$ cat src/rtl/can_bt_pkg.sv
// Package: shared widths and helpers for the CAN bit timing unit.
// Assumes: field value n selects n+1 units; all sums fit in quanta_t.
package can_bt_pkg;
    localparam int TQDIV_W   = 6;
    localparam int SEG_W     = 3;
    localparam int JUMP_W    = 2;
    localparam int IDLE_BITS = 11;
    localparam int HIST_N    = 2;
    localparam int MAX_Q     = 2 + 3 * (1 << SEG_W) + (1 << JUMP_W);
    localparam int Q_W       = $clog2(MAX_Q + 1);
    localparam int RUN_W     = $clog2(IDLE_BITS + 1);

    typedef logic [Q_W-1:0]   quanta_t;
    typedef logic [RUN_W-1:0] run_t;

    // majority of three line samples
    function automatic logic maj3(input logic a, input logic b, input logic c);
        return (a & b) | (a & c) | (b & c);
    endfunction
endpackage

$ cat src/rtl/can_bt_prescaler.sv
// Module: quantum prescaler.
// Counts clk cycles and emits tq_tick on the last clock of every quantum.
// Assumes: restart begins a fresh quantum on the following clock.
module can_bt_prescaler
    import can_bt_pkg::*;
(
    input  logic               clk,
    input  logic               rst_n,
    input  logic               en,
    input  logic               restart,
    input  logic [TQDIV_W-1:0] tq_div,
    output logic               tq_tick
);
    logic [TQDIV_W-1:0] cnt_r;

    assign tq_tick = en & (cnt_r == tq_div);

    // clock counter within the current quantum
    always_ff @(posedge clk) begin
        if (!rst_n || !en || restart) begin
            cnt_r <= '0;
        end else if (tq_tick) begin
            cnt_r <= '0;
        end else begin
            cnt_r <= cnt_r + TQDIV_W'(1);
        end
    end
endmodule

$ cat src/rtl/can_bt_sampler.sv
// Module: receive-line sampler and idle detector.
// Detects recessive-to-dominant edges, keeps the line values of the last
// HIST_N quanta, takes the (optionally voted) sample, and counts
// consecutive recessive samples up to IDLE_BITS.
// Assumes: rx_in is already synchronous to clk; 1 is recessive.
module can_bt_sampler
    import can_bt_pkg::*;
(
    input  logic clk,
    input  logic rst_n,
    input  logic en,
    input  logic rx_in,
    input  logic vote3,
    input  logic tq_tick,
    input  logic sample_hit,
    input  logic hard_sync,
    output logic fall,
    output logic idle,
    output logic rx_bit,
    output logic sample_point,
    output logic bus_on
);
    logic              rx_d;
    logic [HIST_N-1:0] hist_r;
    run_t              run_r;
    logic              sample_val;

    assign fall       = en & rx_d & ~rx_in;
    assign idle       = (run_r == run_t'(IDLE_BITS));
    assign sample_val = vote3 ? maj3(rx_in, hist_r[0], hist_r[1]) : rx_in;

    // previous line value for edge detection
    always_ff @(posedge clk) begin
        if (!rst_n || !en) rx_d <= 1'b1;
        else               rx_d <= rx_in;
    end

    // history of the line at the end of each quantum
    for (genvar gi = 0; gi < HIST_N; gi++) begin : g_hist
        always_ff @(posedge clk) begin
            if (!rst_n || !en) begin
                hist_r[gi] <= 1'b1;
            end else if (tq_tick) begin
                if (gi == 0) hist_r[gi] <= rx_in;
                else         hist_r[gi] <= hist_r[(gi == 0) ? 0 : gi - 1];
            end
        end
    end

    // sampled bit and sample strobe
    always_ff @(posedge clk) begin
        if (!rst_n || !en) begin
            rx_bit       <= 1'b1;
            sample_point <= 1'b0;
        end else begin
            sample_point <= sample_hit;
            if (sample_hit) rx_bit <= sample_val;
        end
    end

    // run length of recessive samples, saturating at IDLE_BITS
    always_ff @(posedge clk) begin
        if (!rst_n || !en) begin
            run_r <= '0;
        end else if (hard_sync) begin
            run_r <= '0;
        end else if (sample_hit) begin
            if (!sample_val)  run_r <= '0;
            else if (!idle)   run_r <= run_r + run_t'(1);
        end
    end

    // sticky bus-joined flag
    always_ff @(posedge clk) begin
        if (!rst_n || !en) bus_on <= 1'b0;
        else if (idle)     bus_on <= 1'b1;
    end
endmodule

$ cat src/rtl/can_bt_sequencer.sv
// Module: bit segment sequencer.
// Tracks the quantum index inside a bit, places the sample point and
// bit end, and applies hard and soft synchronisation.
// Assumes: segment fields hold n for n+1 quanta; a zero prescale adds
// one quantum to the first phase segment; one resync per bit.
module can_bt_sequencer
    import can_bt_pkg::*;
(
    input  logic              clk,
    input  logic              rst_n,
    input  logic              en,
    input  logic              tq_tick,
    input  logic              fall,
    input  logic              idle,
    input  logic              div_zero,
    input  logic [SEG_W-1:0]  prop_len,
    input  logic [SEG_W-1:0]  ph1_len,
    input  logic [SEG_W-1:0]  ph2_len,
    input  logic [JUMP_W-1:0] jump_len,
    output logic              restart,
    output logic              hard_sync,
    output logic              sample_hit,
    output logic              bit_start
);
    quanta_t q_r, ext_r, cut_r;
    logic    synced_r;

    quanta_t base_q, last_nom, jump_q, remain_q, ext_new, ext_eff, cut_eff;
    quanta_t samp_q, last_q;
    logic    resync, late, early, early_restart, roll;

    // segment arithmetic and synchronisation decisions
    always_comb begin
        base_q   = quanta_t'(prop_len) + quanta_t'(ph1_len) + quanta_t'(2)
                 + quanta_t'(div_zero);
        last_nom = base_q + quanta_t'(ph2_len) + quanta_t'(1);
        jump_q   = quanta_t'(jump_len) + quanta_t'(1);
        remain_q = last_nom + quanta_t'(1) - q_r;
        ext_new  = (q_r < jump_q) ? q_r : jump_q;

        hard_sync     = fall & idle;
        resync        = fall & ~idle & ~synced_r & (q_r != '0);
        late          = resync & (q_r <= base_q);
        early         = resync & (q_r > base_q);
        early_restart = early & (remain_q <= jump_q);
        restart       = hard_sync | early_restart;

        ext_eff = late ? ext_new : ext_r;
        cut_eff = (early & ~early_restart) ? jump_q : cut_r;
        samp_q  = base_q + ext_eff;
        last_q  = last_nom + ext_eff - cut_eff;

        sample_hit = tq_tick & ~restart & (q_r == samp_q);
        roll       = tq_tick & ~restart & (q_r >= last_q);
        bit_start  = restart | roll;
    end

    // quantum index and per-bit adjustment state
    always_ff @(posedge clk) begin
        if (!rst_n || !en) begin
            q_r      <= '0;
            ext_r    <= '0;
            cut_r    <= '0;
            synced_r <= 1'b0;
        end else if (restart) begin
            q_r      <= '0;
            ext_r    <= '0;
            cut_r    <= '0;
            synced_r <= 1'b1;
        end else if (roll) begin
            q_r      <= '0;
            ext_r    <= '0;
            cut_r    <= '0;
            synced_r <= 1'b0;
        end else begin
            ext_r    <= ext_eff;
            cut_r    <= cut_eff;
            synced_r <= synced_r | resync;
            if (tq_tick) q_r <= q_r + quanta_t'(1);
        end
    end
endmodule

$ cat src/rtl/can_bit_timer.sv
// Module: CAN bit timing and synchronisation top.
// Joins prescaler, sequencer and sampler; registers the start-of-bit
// strobe. Assumes configuration changes only while enable is low.
module can_bit_timer
    import can_bt_pkg::*;
(
    input  logic               clk,
    input  logic               rst_n,
    input  logic               enable,
    input  logic [TQDIV_W-1:0] tq_div,
    input  logic [SEG_W-1:0]   prop_len,
    input  logic [SEG_W-1:0]   ph1_len,
    input  logic [SEG_W-1:0]   ph2_len,
    input  logic [JUMP_W-1:0]  jump_len,
    input  logic               vote3,
    input  logic               rx_in,
    output logic               tx_point,
    output logic               sample_point,
    output logic               rx_bit,
    output logic               bus_idle,
    output logic               bus_on
);
    logic tq_tick, restart, hard_sync, sample_hit, bit_start, fall, idle;

    can_bt_prescaler u_pre (
        .clk     (clk),
        .rst_n   (rst_n),
        .en      (enable),
        .restart (restart),
        .tq_div  (tq_div),
        .tq_tick (tq_tick)
    );

    can_bt_sequencer u_seq (
        .clk        (clk),
        .rst_n      (rst_n),
        .en         (enable),
        .tq_tick    (tq_tick),
        .fall       (fall),
        .idle       (idle),
        .div_zero   (tq_div == '0),
        .prop_len   (prop_len),
        .ph1_len    (ph1_len),
        .ph2_len    (ph2_len),
        .jump_len   (jump_len),
        .restart    (restart),
        .hard_sync  (hard_sync),
        .sample_hit (sample_hit),
        .bit_start  (bit_start)
    );

    can_bt_sampler u_smp (
        .clk          (clk),
        .rst_n        (rst_n),
        .en           (enable),
        .rx_in        (rx_in),
        .vote3        (vote3),
        .tq_tick      (tq_tick),
        .sample_hit   (sample_hit),
        .hard_sync    (hard_sync),
        .fall         (fall),
        .idle         (idle),
        .rx_bit       (rx_bit),
        .sample_point (sample_point),
        .bus_on       (bus_on)
    );

    assign bus_idle = idle;

    // start-of-bit strobe register
    always_ff @(posedge clk) begin
        if (!rst_n || !enable) tx_point <= 1'b0;
        else                   tx_point <= bit_start;
    end
endmodule

$ cat config.mk
export PLATFORM = sky130hd
export DESIGN_NAME = can_bit_timer
export DESIGN_NICKNAME = d
export VERILOG_FILES = /design/src/rtl/can_bt_pkg.sv /design/src/rtl/can_bt_prescaler.sv /design/src/rtl/can_bt_sampler.sv /design/src/rtl/can_bt_sequencer.sv /design/src/rtl/can_bit_timer.sv
export SDC_FILE = /design/constraint.sdc
export NUM_CORES = 1
export LEC_CHECK = 0
export BUFFER_PORTS_ARGS = -buffer_cell sky130_fd_sc_hd__buf_2
export CAP_MARGIN = 30
export CORE_ASPECT_RATIO = 1.1
export CORE_MARGIN = 2
export CORE_UTILIZATION = 55
export CTS_BUF_LIST = sky130_fd_sc_hd__clkbuf_16
export CTS_CLUSTER_DIAMETER = 100
export DETAILED_ROUTE_END_ITERATION = 6
export PLACE_DENSITY = 0.8
export SLEW_MARGIN = 40
export SYNTH_ARGS = -nofsm -noshare
export SYNTH_HDL_FRONTEND = slang
export SYNTH_HIERARCHICAL = 1
export SYNTH_SLANG_ARGS = --single-unit
export TNS_END_PERCENT = 30
$ cat constraint.sdc
create_clock -name clk -period 22.1 [get_ports clk]
set_clock_uncertainty 0.15 [all_clocks]
set_input_delay 3.315 -clock clk [delete_from_list [all_inputs] [get_ports clk]]
set_output_delay 3.315 -clock clk [all_outputs]
set_load 0.01 [all_outputs]
## Yosys cells after proc, flatten, opt, wreduce, memory -nomap -nowiden

Cells that the tools add are included.

| operators by class | value |
|---|---|
| add/sub/neg operators | 14 |
| $lt $le $gt $ge | 5 |
| equality and inequality tests | 4 |
| multiplexer cells | 8 |
| bitwise operators | 27 |
| reductions and logical operators | 10 |

Operator list:

| kind | count |
|---|---|
| $and A1 B1 Y1 | 17 |
| $add A5 B1 Y5 const B | 3 |
| $mux W5 | 3 |
| $add A5 B5 Y5 | 2 |
| $le A5 B5 Y1 | 2 |
| $sub A5 B5 Y5 | 2 |
| $mux W4 | 2 |
| $add A6 B1 Y6 const B | 1 |
| $eq A6 B6 Y1 | 1 |
| $logic_not A6 Y1 | 1 |
| $add A5 B1 Y5 | 1 |
| $add A5 B2 Y5 const B | 1 |
| $add A5 B3 Y5 | 1 |
| $eq A5 B5 Y1 | 1 |
| $ge A5 B5 Y1 | 1 |
| $gt A5 B5 Y1 | 1 |
| $lt A5 B5 Y1 | 1 |
| $not A1 Y1 | 5 |
| $or A1 B1 Y1 | 5 |
| $reduce_bool A5 Y1 | 1 |
| $add A3 B3 Y4 | 1 |
| $add A4 B1 Y4 const B | 1 |
| $eq A4 B4 Y1 const B | 1 |
| $reduce_or A2 Y1 | 2 |
| other kinds (7) | 11 |

| storage, ports and cells | value |
|---|---|
| register bits after elaboration | 33 |
| output and inout bits | 5 |
| word-level logic and storage cells | 81 |

## Longest topological paths before layout

| depth | value |
|---|---|
| depth after elaboration | 17 |
| depth in mapped cells | 36 |
| depth with buffers taken out | 35 |

## Hierarchy

The synthesis kept the hierarchy.

By module, submodules not included:

| module | instances | cells an instance | area each (um^2) |
|---|---|---|---|
| can_bt_sequencer | 1 | 239 | 2093.3 |
| can_bt_sampler | 1 | 47 | 483.0 |
| can_bt_prescaler | 1 | 30 | 305.3 |
| can_bit_timer | 1 | 4 | 43.8 |

## Least setup slack after synthesis

No wires, ideal clock.

| timing path | value |
|---|---|
| kind | input to register |
| start | in tq_div[5] |
| end | reg u_seq.q_r[1] |
| data arrival time | 9.964 ns |
| data required time | 21.886 ns |
| path slack | 11.922 ns |
| cell stages on the path | 31 |
| buffers on the path | 1 |
| cells stage by stage | or4_1 > nor3_2 > ha_1 > inv_1 > ha_1 > fa_1 > ha_1 > inv_1 > ha_1 > fa_1 > ha_1 > o21ai_0 > nand2b_1 > a21oi_1 > a21bo_4 > mux2_4 > fa_1 > fa_1 > inv_1 > a21o_1 > a21oi_1 > xor2_1 > xnor2_1 > xnor2_1 > xnor2_1 > ha_1 > nor2b_1 > o21ai_0 > nand4_2 > buf_2 > nor2_1 |

| between the ends | value |
|---|---|
| longest elaborated chain between the ends | 15 |

RTL lines:

| item | line | source |
|---|---|---|
| start, declared | can_bit_timer.sv:10 | `input logic [TQDIV_W-1:0] tq_div,` |
| $logic_not A6 Y1 * | can_bit_timer.sv:41 | `.div_zero (tq_div == '0),` |
| $add A5 B1 Y5 * | can_bt_sequencer.sv:35 | `+ quanta_t'(div_zero);` |
| $add A5 B3 Y5 | can_bt_sequencer.sv:36 | `last_nom = base_q + quanta_t'(ph2_len) + quanta_t'(1);` |
| $add A5 B1 Y5 | can_bt_sequencer.sv:36 |  |
| $add A5 B1 Y5 | can_bt_sequencer.sv:38 | `remain_q = last_nom + quanta_t'(1) - q_r;` |
| $sub A5 B5 Y5 | can_bt_sequencer.sv:38 |  |
| $le A5 B5 Y1 | can_bt_sequencer.sv:45 | `early_restart = early & (remain_q <= jump_q);` |
| $and A1 B1 Y1 | can_bt_sequencer.sv:45 |  |
| $not A1 Y1 | can_bt_sequencer.sv:49 | `cut_eff = (early & ~early_restart) ? jump_q : cut_r;` |
| $and A1 B1 Y1 * | can_bt_sequencer.sv:49 |  |
| $mux W5 * | can_bt_sequencer.sv:49 |  |
| via u_seq.cut_eff[1] | can_bt_sequencer.sv:28 | `quanta_t base_q, last_nom, jump_q, remain_q, ext_new, ext_eff, cut_eff;` |
| $sub A5 B5 Y5 * | can_bt_sequencer.sv:51 | `last_q = last_nom + ext_eff - cut_eff;` |
| $ge A5 B5 Y1 * | can_bt_sequencer.sv:54 | `roll = tq_tick & ~restart & (q_r >= last_q);` |
| $and A1 B1 Y1 * | can_bt_sequencer.sv:54 |  |
| $reduce_or A3 Y1 (no source line) * | n/a |  |
| end signal, assigned | can_bt_sequencer.sv:79 | `if (tq_tick) q_r <= q_r + quanta_t'(1);` |
| end, declared | can_bt_sequencer.sv:25 | `quanta_t q_r, ext_r, cut_r;` |

Mark *: on every way through the listed nets, which the timed path passes. The rest lies on a longest branch.
A chain may end at the register's enable or synchronous reset.

## Worst setup path after layout

| timing path | value |
|---|---|
| start | in tq_div[5] |
| end | reg u_seq.ext_r[2] |

| between the ends | value |
|---|---|
| longest elaborated chain between the ends | 15 |

RTL lines:

| item | line | source |
|---|---|---|
| $logic_not A6 Y1 * | can_bit_timer.sv:41 |  |
| $add A5 B1 Y5 * | can_bt_sequencer.sv:35 |  |
| $add A5 B3 Y5 | can_bt_sequencer.sv:36 |  |
| $add A5 B1 Y5 | can_bt_sequencer.sv:36 |  |
| $add A5 B1 Y5 | can_bt_sequencer.sv:38 |  |
| $sub A5 B5 Y5 | can_bt_sequencer.sv:38 |  |
| $le A5 B5 Y1 | can_bt_sequencer.sv:45 |  |
| $and A1 B1 Y1 | can_bt_sequencer.sv:45 |  |
| $not A1 Y1 | can_bt_sequencer.sv:49 |  |
| $and A1 B1 Y1 * | can_bt_sequencer.sv:49 |  |
| $mux W5 * | can_bt_sequencer.sv:49 |  |
| via u_seq.cut_eff[1] | can_bt_sequencer.sv:28 |  |
| $sub A5 B5 Y5 * | can_bt_sequencer.sv:51 |  |
| $ge A5 B5 Y1 * | can_bt_sequencer.sv:54 |  |
| $and A1 B1 Y1 * | can_bt_sequencer.sv:54 |  |
| $reduce_or A3 Y1 (no source line) * | n/a |  |
| end signal, assigned | can_bt_sequencer.sv:76 | `ext_r <= ext_eff;` |
| end, declared | can_bt_sequencer.sv:25 |  |

Marks and branches as above.

==> flow_summary.ini <==
[grt]
grt_antenna_before_repair = 0
grt_use_total_pct = 22.9
grt_max_degree = 16
grt_pass1_wl_um = 10400
gr-total-overflow = 0
grt_pass1_vias = 2323

[synth]
yosys_synthesis_warning_count = 6
cell_area_after_technology_mapping_um2 = 2930
yosys.area.top_type_share_pct = 22.6
synth_sequential_area_ratio_pct = 22.6
synth.largest_area_cell = sky130_fd_sc_hd__dfxtp_1
average_footprint_of_a_synthesized_cell_um2 = 9.14
synth_nets = 392
edff_count_synth = 0
yosys_most_used_dff = sky130_fd_sc_hd__dfxtp_1
synth-seq-cells = 33
post_synth_main_area_contributors = sky130_fd_sc_hd__dfxtp_1 (23%), sky130_fd_sc_hd__ha_1 (18%), sky130_fd_sc_hd__xnor2_1 (6.6%), sky130_fd_sc_hd__fa_1 (5.5%), sky130_fd_sc_hd__inv_1 (5.0%)
count_of_distinct_cell_types_in_the_synthesized_netlist = 59
synthesis.instances = 320
postSynth.asyncResetShare_pct = 0

[detailed_routing]
first_iter_violations = 109
vias = 2289
antenna_violating_nets_post_route = 0
detail_route.first_pass.iterations = 4
detail_route.vias_per_cell = 5.60
route.detailed.drc = 0
routed_wirelength_um = 6260
routed_wire_length_per_instance_um = 15.3

[sta]
drv_slew = 0
final.setup.worst_slack_ns = 11.41
finalHoldViolations = 0
finalCriticalPeriod_ns = 10.69
post-route-period-util_pct = 48.4
setup_viol = 0
max_freq_mhz = 93.6
rsz_0062_raised_after_global_routing = no
timing.slew.headroom_pct = 54.8
worst_pin_slew_ns = 0.671
fin_tns_setup_ns = 0

[floorplan]
design.die.area_um2 = 5920
starting_density_of_the_core_pct = 57.7
floorplan.core_area_um2 = 5070
floorplan.io_pins = 27
die_h_um = 80.5
die_width_um = 73.5
std_cell_rows = 27

[placement]
placement.setup.worst_slack_ns = 11.10
hpwl_um = 5030
globalplace.congestion = 0.864
detailed_place.area_um2 = 3110
placement.io_buffers = 26

[finish]
fin_nets = 422
multi_input_area_um2 = 2090
drive_above_1_share_pct = 16.0
insertedDiodeCount = 0
synthToLayoutAreaGrowth_pct = 11.9
final_cell_area_um2 = 3270
num-fill-cells = 418
layout.area.seq_um2 = 661

[worst_setup_path]
timing.critical_path.slowest_cell_delay_ns = 0.53
largest_driver_fanout_on_the_critical_path = 15
setup.worst_path.class = primary input to flop
nature_of_the_critical_path_endpoint = flop
critPathSlowestCell = sky130_fd_sc_hd__or4_1
cp_common_cell = sky130_fd_sc_hd__ha_1
timing.critical_path.required_ns = 22.15
worst_ep_arrival_time_ns = 10.74
worstSetupStartpointType = primary input

[clocking]
cts.repair.resized = 0
clock_path_buffers = 2
clock_sink_count = 33
cts_hold_repair.buffers = 0
cts_tree = yes
register_clock_pin_slew_on_the_reported_worst_setup_and_hold_paths_ns = 0.05
cts_setup_buffers = 0
total_cts_buffers = 5
clk_root_buffer_cell = sky130_fd_sc_hd__clkbuf_16
worstSkewPairLatency_ns = 0.28
cts.htree.levels = 2

[outcome]
outcome = finished, final reports clean

[power_and_ir_drop]
power_density_nw_per_um2 = 77.6
max-vdd-ir-drop_v = 0.0000683
total_power_uw = 254
p_leak_nw = 1.54

[job]
max_cap_viol_count = 0

[worst_hold_path]
hold_path.class = flop to flop
==> synthesized netlist by cell type, types with 2 or more instances <==
cell / instances
sky130_fd_sc_hd__nor3_1: 6
sky130_fd_sc_hd__ha_1: 42
sky130_fd_sc_hd__and2_1: 3
sky130_fd_sc_hd__nor3_2: 3
sky130_fd_sc_hd__nor2_1: 22
sky130_fd_sc_hd__nor4_4: 2
sky130_fd_sc_hd__o21ai_1: 2
sky130_fd_sc_hd__nor2_2: 2
sky130_fd_sc_hd__xor2_1: 14
sky130_fd_sc_hd__a211oi_1: 2
sky130_fd_sc_hd__xnor2_1: 22
sky130_fd_sc_hd__a21o_1: 9
sky130_fd_sc_hd__a21oi_1: 14
sky130_fd_sc_hd__inv_1: 39
sky130_fd_sc_hd__nor2b_1: 8
sky130_fd_sc_hd__nand4_1: 6
sky130_fd_sc_hd__o211a_1: 2
sky130_fd_sc_hd__nor4_2: 2
sky130_fd_sc_hd__and3_1: 2
sky130_fd_sc_hd__dfxtp_1: 33
sky130_fd_sc_hd__nand3_1: 10
sky130_fd_sc_hd__nand3b_1: 4
sky130_fd_sc_hd__clkbuf_1: 2
sky130_fd_sc_hd__o21ai_0: 10
sky130_fd_sc_hd__nand2_1: 12
sky130_fd_sc_hd__mux2i_1: 4
sky130_fd_sc_hd__nand2b_1: 3
sky130_fd_sc_hd__mux2_4: 2
sky130_fd_sc_hd__fa_1: 8
==> critical path: cells and delay by family <==
kind            cells  cell delay [ns]
buf+inv             3             0.23
fa+ha+maj           9             3.09
compound gates      6             1.06
simple gates        6             1.51
mux                 1             0.32
xor+xnor            6             1.18
==> kinds of logic (layout without fill, tap and decap cells) <==
| family | after synthesis | after routing | share of synthesized area (%) |
|---|---|---|---|
| multiplexers | 6 | 6 | 2.40 |
| buffers and inverters | 43 | 74 | 5.82 |
| adder cells (fa/ha/maj) | 51 | 51 | 23.8 |
| flip-flops | 33 | 33 | 22.6 |
| XOR/XNOR | 38 | 38 | 12.1 |
| AND/OR/NAND/NOR | 93 | 93 | 19.0 |
| AO/OA/AOI/OAI | 56 | 56 | 14.3 |
==> sequential cells by signal, indices dropped and copies added (netlist names) <==
signal              flops
u_pre/cnt_r             6
u_seq/cut_r             5
u_seq/ext_r             5
u_seq/q_r               5
u_smp/run_r             4
u_smp/hist_r            2
tx_point                1
u_seq/synced_r          1
u_smp/bus_on            1
u_smp/rx_bit            1
u_smp/rx_d              1
u_smp/sample_point      1
==> layout make-up <==
class                           count  area share (%)
Clock buffer                        5            3.82
Clock inverter                      3            1.15
Inverter                           39            4.47
Multi-Input combinational cell    244            64.0
Sequential cell                    33            20.2
Tap cell                           58            2.22
Timing Repair Buffer               27            4.20
==> layer usage <==
metal | vias up | global-route usage [%] | part of all wire, %
met4 | 0 | 8.00 | 2.0
met2 | 52 | 40.4 | 50
li1 | 1162 | - | -
met1 | 1061 | 26.4 | 43
met3 | 14 | 5.65 | 4.6
met5 | - | 0 | 0
==> report_power, final <==
group          switching (mW)  internal [mW]
clock                  0.0239         0.0523
combinational          0.0635         0.0544
sequential           0.000249         0.0598
==> through the flow <==
step / std cells / utilization (%) / hold WS [ns]
finish: 409 / 64.6 / 0.323
global route: 409 / 64.6 / 0.346
CTS: 409 / 64.6 / 0.320
detailed placement: 401 / 61.4 / 0.313
global placement: 400 / 61.3 / 0.314
floorplan: 320 / - / 0.274
==> path summary, 6_finish.rpt <==
path,start,endpoint,slack [ns],cells past startpoint
setup / recovery,tq_div[5],u_seq/ext_r[2],11.41,31
hold / removal,u_seq/cut_r[3],u_seq/cut_r[3],0.32,2
setup reg to reg,u_seq/q_r[0],u_seq/ext_r[2],15.77,24
hold reg to reg,u_seq/cut_r[3],u_seq/cut_r[3],0.32,2
==> cells in the final DEF, fill, tap and decap left out, types with 2 or more instances in the layout <==
master                      count
sky130_fd_sc_hd__nand2b_1       3
sky130_fd_sc_hd__o211a_1        2
sky130_fd_sc_hd__clkbuf_16      5
sky130_fd_sc_hd__o21ai_0       10
sky130_fd_sc_hd__and3_1         2
sky130_fd_sc_hd__xnor2_1       22
sky130_fd_sc_hd__a21o_1         9
sky130_fd_sc_hd__nor2_1        22
sky130_fd_sc_hd__and2_1         3
sky130_fd_sc_hd__fa_1           8
sky130_fd_sc_hd__nor4_2         2
sky130_fd_sc_hd__a21oi_1       14
sky130_fd_sc_hd__nand2_1       12
sky130_fd_sc_hd__nor3_2         3
sky130_fd_sc_hd__a211oi_1       2
sky130_fd_sc_hd__dfxtp_1       33
sky130_fd_sc_hd__nand3_1       10
sky130_fd_sc_hd__mux2_4         2
sky130_fd_sc_hd__o21ai_1        2
sky130_fd_sc_hd__mux2i_1        4
sky130_fd_sc_hd__inv_1         40
sky130_fd_sc_hd__nand4_1        6
sky130_fd_sc_hd__xor2_1        14
sky130_fd_sc_hd__nor2b_1        8
sky130_fd_sc_hd__nor2_2         2
sky130_fd_sc_hd__buf_2         26
sky130_fd_sc_hd__nand3b_1       4
sky130_fd_sc_hd__nor4_4         2
sky130_fd_sc_hd__nor3_1         6
sky130_fd_sc_hd__ha_1          42
Power figures use the tool's default switching activity.
